<file path="src/rtl/spi_os_pkg.sv">
package spi_os_pkg;

   function automatic bit is_pow2(input int unsigned v);
      return (v >= 2) && ((v & (v - 1)) == 0);
   endfunction

   typedef struct packed {
      logic rise;
      logic fall;
   } edge_t;

endpackage

</file>
<file path="src/rtl/spi_os_sync.sv">
module spi_os_sync #(
   parameter int unsigned N      = 3,
   parameter int unsigned STAGES = 2,
   parameter logic [N-1:0] RST_VAL = '0
) (
   input  logic         clk,
   input  logic         rst,
   input  logic [N-1:0] d,
   output logic [N-1:0] q
);
   generate
      if (STAGES < 2) begin : g_bad
         $error("spi_os_sync: STAGES must be at least 2");
      end
      for (genvar b = 0; b < N; b++) begin : g_bit
         logic [STAGES-1:0] chain;
         always_ff @(posedge clk) begin
            if (rst) chain <= {STAGES{RST_VAL[b]}};
            else     chain <= {chain[STAGES-2:0], d[b]};
         end
         assign q[b] = chain[STAGES-1];
      end
   endgenerate
endmodule

</file>
<file path="src/rtl/spi_os_edge.sv">
module spi_os_edge
   import spi_os_pkg::*;
#(
   parameter int unsigned N = 2,
   parameter logic [N-1:0] RST_VAL = '0
) (
   input  logic         clk,
   input  logic         rst,
   input  logic [N-1:0] s,
   output edge_t        e [N]
);
   logic [N-1:0] prev;

   always_ff @(posedge clk) begin
      if (rst) prev <= RST_VAL;
      else     prev <= s;
   end

   generate
      for (genvar b = 0; b < N; b++) begin : g_det
         assign e[b].rise = s[b] & ~prev[b];
         assign e[b].fall = ~s[b] & prev[b];
      end
   endgenerate
endmodule

</file>
<file path="src/rtl/spi_os_rx.sv">
module spi_os_rx #(
   parameter int unsigned WORD_W = 8,
   localparam int unsigned CW    = $clog2(WORD_W)
) (
   input  logic              clk,
   input  logic              rst,
   input  logic              active,
   input  logic              sck_rise,
   input  logic              mosi,
   output logic [CW-1:0]     bit_cnt,
   output logic [WORD_W-1:0] rx_data,
   output logic              rx_valid
);
   localparam logic [CW-1:0] LAST = CW'(WORD_W - 1);

   logic [WORD_W-1:0] sr;
   logic [WORD_W-1:0] sr_next;

   assign sr_next = {sr[WORD_W-2:0], mosi};

   always_ff @(posedge clk) begin
      if (rst) begin
         bit_cnt  <= '0;
         sr       <= '0;
         rx_data  <= '0;
         rx_valid <= 1'b0;
      end else begin
         rx_valid <= 1'b0;
         if (!active) begin
            bit_cnt <= '0;
         end else if (sck_rise) begin
            sr      <= sr_next;
            bit_cnt <= bit_cnt + 1'b1;
            if (bit_cnt == LAST) begin
               rx_data  <= sr_next;
               rx_valid <= 1'b1;
            end
         end
      end
   end
endmodule

</file>
<file path="src/rtl/spi_os_tx.sv">
module spi_os_tx #(
   parameter int unsigned WORD_W = 8,
   localparam int unsigned CW    = $clog2(WORD_W)
) (
   input  logic              clk,
   input  logic              rst,
   input  logic              active,
   input  logic              cs_start,
   input  logic              cs_stop,
   input  logic              sck_fall,
   input  logic [CW-1:0]     bit_cnt,
   input  logic [WORD_W-1:0] tx_data,
   input  logic              tx_valid,
   output logic              tx_ready,
   output logic              miso
);
   logic [WORD_W-1:0] hold_word;
   logic              hold_full;
   logic [WORD_W-1:0] shreg;
   logic              primed;
   logic              take;
   logic              consume;
   logic              at_boundary;

   assign tx_ready    = ~hold_full;
   assign take        = tx_valid & ~hold_full;
   assign at_boundary = (bit_cnt == '0);
   assign consume     = hold_full & ((cs_start & ~primed) |
                                     (active & sck_fall & at_boundary & ~cs_start));
   assign miso        = shreg[WORD_W-1];

   always_ff @(posedge clk) begin
      if (rst) begin
         hold_word <= '0;
         hold_full <= 1'b0;
      end else if (consume) begin
         hold_full <= 1'b0;
      end else if (take) begin
         hold_word <= tx_data;
         hold_full <= 1'b1;
      end
   end

   always_ff @(posedge clk) begin
      if (rst) begin
         shreg  <= '0;
         primed <= 1'b0;
      end else if (cs_start) begin
         if (!primed) begin
            shreg  <= hold_full ? hold_word : '0;
            primed <= hold_full;
         end
      end else if (cs_stop) begin
         if (!primed || !at_boundary) begin
            shreg  <= '0;
            primed <= 1'b0;
         end
      end else if (active && sck_fall) begin
         if (at_boundary) begin
            shreg  <= hold_full ? hold_word : '0;
            primed <= hold_full;
         end else begin
            shreg  <= {shreg[WORD_W-2:0], 1'b0};
            primed <= 1'b0;
         end
      end
   end
endmodule

</file>
<file path="src/rtl/spi_os_slave.sv">
module spi_os_slave
   import spi_os_pkg::*;
#(
   parameter int unsigned WORD_W      = 8,
   parameter int unsigned SYNC_STAGES = 2
) (
   input  logic              clk,
   input  logic              rst,
   input  logic              spi_sclk,
   input  logic              spi_csn,
   input  logic              spi_mosi,
   output logic              spi_miso,
   input  logic [WORD_W-1:0] tx_data,
   input  logic              tx_valid,
   output logic              tx_ready,
   output logic [WORD_W-1:0] rx_data,
   output logic              rx_valid
);
   localparam int unsigned CW   = $clog2(WORD_W);
   localparam int unsigned I_SCK = 0;
   localparam int unsigned I_CS  = 1;
   localparam int unsigned I_DAT = 2;
   localparam logic [2:0]  PIN_IDLE = 3'b010;

   generate
      if (!is_pow2(WORD_W)) begin : g_chk_w
         $error("spi_os_slave: WORD_W must be a power of two, at least 2");
      end
   endgenerate

   logic [2:0]    pins_s;
   edge_t         edges [2];
   logic          active;
   logic [CW-1:0] bit_cnt;

   spi_os_sync #(.N(3), .STAGES(SYNC_STAGES), .RST_VAL(PIN_IDLE)) u_sync (
      .clk (clk),
      .rst (rst),
      .d   ({spi_mosi, spi_csn, spi_sclk}),
      .q   (pins_s)
   );

   spi_os_edge #(.N(2), .RST_VAL(PIN_IDLE[1:0])) u_edge (
      .clk (clk),
      .rst (rst),
      .s   (pins_s[1:0]),
      .e   (edges)
   );

   assign active = ~pins_s[I_CS];

   spi_os_rx #(.WORD_W(WORD_W)) u_rx (
      .clk      (clk),
      .rst      (rst),
      .active   (active),
      .sck_rise (edges[I_SCK].rise),
      .mosi     (pins_s[I_DAT]),
      .bit_cnt  (bit_cnt),
      .rx_data  (rx_data),
      .rx_valid (rx_valid)
   );

   spi_os_tx #(.WORD_W(WORD_W)) u_tx (
      .clk      (clk),
      .rst      (rst),
      .active   (active),
      .cs_start (edges[I_CS].fall),
      .cs_stop  (edges[I_CS].rise),
      .sck_fall (edges[I_SCK].fall),
      .bit_cnt  (bit_cnt),
      .tx_data  (tx_data),
      .tx_valid (tx_valid),
      .tx_ready (tx_ready),
      .miso     (spi_miso)
   );
endmodule

</file>
<file path="config.mk">
export PLATFORM = sky130hd
export DESIGN_NAME = spi_os_slave
export DESIGN_NICKNAME = d
export VERILOG_FILES = /design/src/rtl/spi_os_pkg.sv /design/src/rtl/spi_os_sync.sv /design/src/rtl/spi_os_edge.sv /design/src/rtl/spi_os_rx.sv /design/src/rtl/spi_os_tx.sv /design/src/rtl/spi_os_slave.sv
export SDC_FILE = /design/constraint.sdc
export NUM_CORES = 1
export LEC_CHECK = 0
export BUFFER_PORTS_ARGS = -buffer_cell sky130_fd_sc_hd__buf_2
export CELL_PAD_IN_SITES_DETAIL_PLACEMENT = 1
export CELL_PAD_IN_SITES_GLOBAL_PLACEMENT = 1
export CORE_ASPECT_RATIO = 1.75
export CORE_MARGIN = 4
export CORE_UTILIZATION = 46
export DETAILED_ROUTE_END_ITERATION = 16
export PLACE_DENSITY_LB_ADDON = 0.15
export SKIP_CTS_REPAIR_TIMING = 1
export SYNTH_ARGS = -nofsm -noshare
export SYNTH_HDL_FRONTEND = slang
export SYNTH_SLANG_ARGS = --single-unit
</file>
<file path="constraint.sdc">
create_clock -name clk -period 3.2 [get_ports clk]
set_input_delay 0.32 -clock clk [delete_from_list [all_inputs] [get_ports clk]]
set_output_delay 0.32 -clock clk [all_outputs]
set_load 0.05 [all_outputs]
</file>
==> results.py <==
metrics = {
    "flow_run": {
        "cap_violations": 0,
    },
    "clock_tree": {
        "clock_sinks": 45,
        "tritoncts": "built",
        "cts_root_buf": "sky130_fd_sc_hd__clkbuf_8",
        "htree_num_levels": 2,
        "clk-insertion-delay-late_ns": 0.30,
        "cts_buffer_depth": 2,
        "clk_pin_slew_worst_paths_ns": 0.08,
        "cts-buffers-inserted": 5,
    },
    "routing": {
        "drtPass1Iterations": 4,
        "avgRoutedWirePerCell_um": 15.15,
        "drtIter0Drc": 21,
        "route.detailed.vias_per_inst": 5.166,
        "num_vias": 1307,
        "drc": 0,
        "route.antenna.remaining_nets": 0,
        "drt_wl_total_mm": 3.834,
    },
    "logic_synthesis": {
        "postSynth.asyncResetShare_pct": 0,
        "number_of_storage_elements_in_the_synthesis_netlist": 45,
        "yosys_warnings": 0,
        "synth_area_um2": 1834,
        "synth_nets": 199,
        "number_of_enable_type_register_cells_in_the_synthesized_netlist": 0,
        "synthFlopType": "sky130_fd_sc_hd__dfxtp_1",
        "post_synth.cell_area_avg_um2": 10.08,
        "synth-seq-area-share_pct": 49.11,
        "synth_cell_types": 34,
        "syn-instance-count": 182,
    },
    "timing": {
        "final_count_of_pins_violating_max_slew": 0,
        "maxClockFrequency_mhz": 555.3,
        "hold_slack_ns": 0.1980,
        "tightest_slew_ns": 0.8794,
        "final.period_utilization_pct": 56.28,
        "setup_repair_after_global_routing_missed_its_margin": "false",
        "finalHoldViolCount": 0,
        "finalClockSkew_ns": 0.005098,
        "setup_viol_count_final": 0,
        "slew-limit-headroom_pct": 41.25,
        "final_critical_path_required_period_ns": 1.801,
        "setup_tns_ns": 0,
        "setup_slack_ns": 1.399,
    },
    "worst_setup_path": {
        "crit_path_end_kind": "flop",
        "ff2ff_path_depth": 4,
        "worst_r2r_startpoint": "u_sync.g_bit[1].chain[1]",
        "worst_setup_path_startpoint": "u_sync.g_bit[1].chain[1]",
        "slowest_delay_ns": 0.72,
        "cp.required_ns": 3.36,
        "path_cells": "nor3b_2, nand2_2, nand2_1, a21oi_2",
        "worst-r2r-setup-slack_ns": 1.40,
        "arrival_ns": 1.96,
        "largest_fanout_of_any_net_on_the_critical_path": 9,
        "worst_r2r_endpoint": "u_rx.rx_data[2]",
        "cp_launch_type": "flop",
        "critPathSlowestCell": "sky130_fd_sc_hd__nor3b_2",
        "worstSetupPathType": "flop to flop",
    },
    "cells_and_area": {
        "design.final.nets": 221,
        "synthToLayoutAreaGrowth_pct": 10.23,
        "drive_above_1_share_pct": 22.93,
        "final_design_area_no_fill_um2": 2022,
        "mostFrequentLayoutCell": "sky130_fd_sc_hd__dfxtp_1",
        "layout.cells.most_common_list": "45 x sky130_fd_sc_hd__dfxtp_1, 26 x sky130_fd_sc_hd__nor2_1, 24 x sky130_fd_sc_hd__buf_2, 22 x sky130_fd_sc_hd__mux2i_1, 18 x sky130_fd_sc_hd__nand2_1",
        "instances_no_fill": 253,
        "antenna_cells": 0,
        "postLayoutCoreUtil_pct": 52.30,
    },
    "global_route": {
        "grt_first_pass_wirelength_mm": 6.665,
        "globalRouteOverflowTotal": 0,
        "pin_count_of_the_biggest_net_entering_global_routing": 36,
        "grtUsageTotal_pct": 16.97,
        "grt_pass1_vias": 1413,
        "grt_antenna_before_repair": 0,
    },
    "placement": {
        "place_ws_ns": 1.393,
        "port_buffers": 24,
        "dpl-instance-area_um2": 1938,
        "routabilityCongestion": 0.8170,
        "place_inst": 245,
        "place.detailed.hpwl_mm": 2.936,
    },
    "power_and_ir_drop": {
        "vdd_ir_drop_max_uv": 374.6,
        "overall_power_mw": 0.9801,
        "static_power_due_to_leakage_nw": 0.8166,
        "p_per_area_nw_per_um2": 484.8,
    },
    "worst_hold_path": {
        "holdCritPathClass": "input port to flop",
        "hold_path_stages": 2,
        "min_from": "spi_csn",
        "hold_end": "u_sync.g_bit[1].chain[0]",
    },
    "die": {
        "die_h_um": 91.54,
        "placement_rows": 30,
        "core_footprint_um2": 3866,
        "start_util_pct": 47.44,
        "ios": 25,
        "die_area_um2": 5102,
        "die_width_um": 55.74,
    },
    "outcome": {
        "run_status": "completed",
    },
}
cell usage after synthesis, drive strengths merged (3+ instances only):
| cell | count | area (um2) |
|---|---|---|
| a21oi | 10 | 80.08 |
| nor2 | 26 | 97.59 |
| dfxtp | 45 | 900.9 |
| inv | 6 | 22.52 |
| mux2i | 22 | 220.2 |
| o2bb2ai | 7 | 61.31 |
| nor2b | 8 | 50.05 |
| o21ai | 4 | 35.03 |
| ha | 3 | 37.54 |
| clkbuf | 3 | 21.27 |
| buf | 6 | 55.05 |
| and2 | 8 | 52.55 |
| nand2 | 19 | 73.82 |
power by group:
part / leakage, nW / switching (mW) / internal, mW / total [mW]
combinational: 0.413 / 0.0334 / 0.0242 / 0.0576
clock: 0.0385 / 0.186 / 0.155 / 0.341
sequential: 0.366 / 0.0100 / 0.572 / 0.582
total: 0.817 / 0.230 / 0.750 / 0.980
routing by layer:
layer	track usage (%)	up-vias	share of wire (%)
met2	31.52	27	57
li1	-	650	-
met3	3.414	11	3.1
met4	10.14	0	3.7
met1	16.71	619	36
met5	0	-	0
worst max path at each step:
stage                                 end  slack [ns]  cells past startpoint
after floorplan             u_tx.shreg[0]        1.78                      6
after global placement    u_rx.rx_data[6]        1.52                      4
after detailed placement  u_rx.rx_data[2]        1.39                      4
after CTS                 u_rx.rx_data[2]        1.39                      4
after global routing      u_rx.rx_data[2]        1.30                      4
final                     u_rx.rx_data[2]        1.40                      4
flip-flops by register name, summed over array words and instances, names as in the netlist:
signal and flops:
u_rx.rx_data 8, u_tx.hold_word 8, u_tx.shreg 8, u_rx.sr 7, u_sync.g_bit.chain 6, u_rx.bit_cnt 3
u_edge.prev 2, u_rx.rx_valid 1, u_tx.hold_full 1, u_tx.primed 1
cell families (layout without fill, tap and decap cells):
kind of cell	Yosys count	in the layout	synth area share, %
muxes	22	22	12.01
buffers and inverters	15	38	5.389
DFF	45	45	49.11
AOI/OAI and AO/OA	26	26	12.55
xor gates and xnor gates	1	1	0.4776
adders and majority gates	3	3	2.047
and+or+nand+nor	70	70	18.42
critical path, delay by kind of cell (launching register included):
| kind | cells | cell delay, ns |
|---|---|---|
| AO/OA/AOI/OAI | 1 | 0.07 |
| AND/OR/NAND/NOR | 3 | 1.19 |
| flip-flops | 1 | 0.41 |
final cells by class:
cell class                 instances  area, um2
tap                               48      60.06
clock buffer                       7      76.32
inverter                           6      22.52
timing repair buffer              24      120.1
sequential                        45      900.9
clock inverter                     1      7.507
fill                             469       1844
multi-input combinational        122      834.6
(Power assumes the default switching activity.)
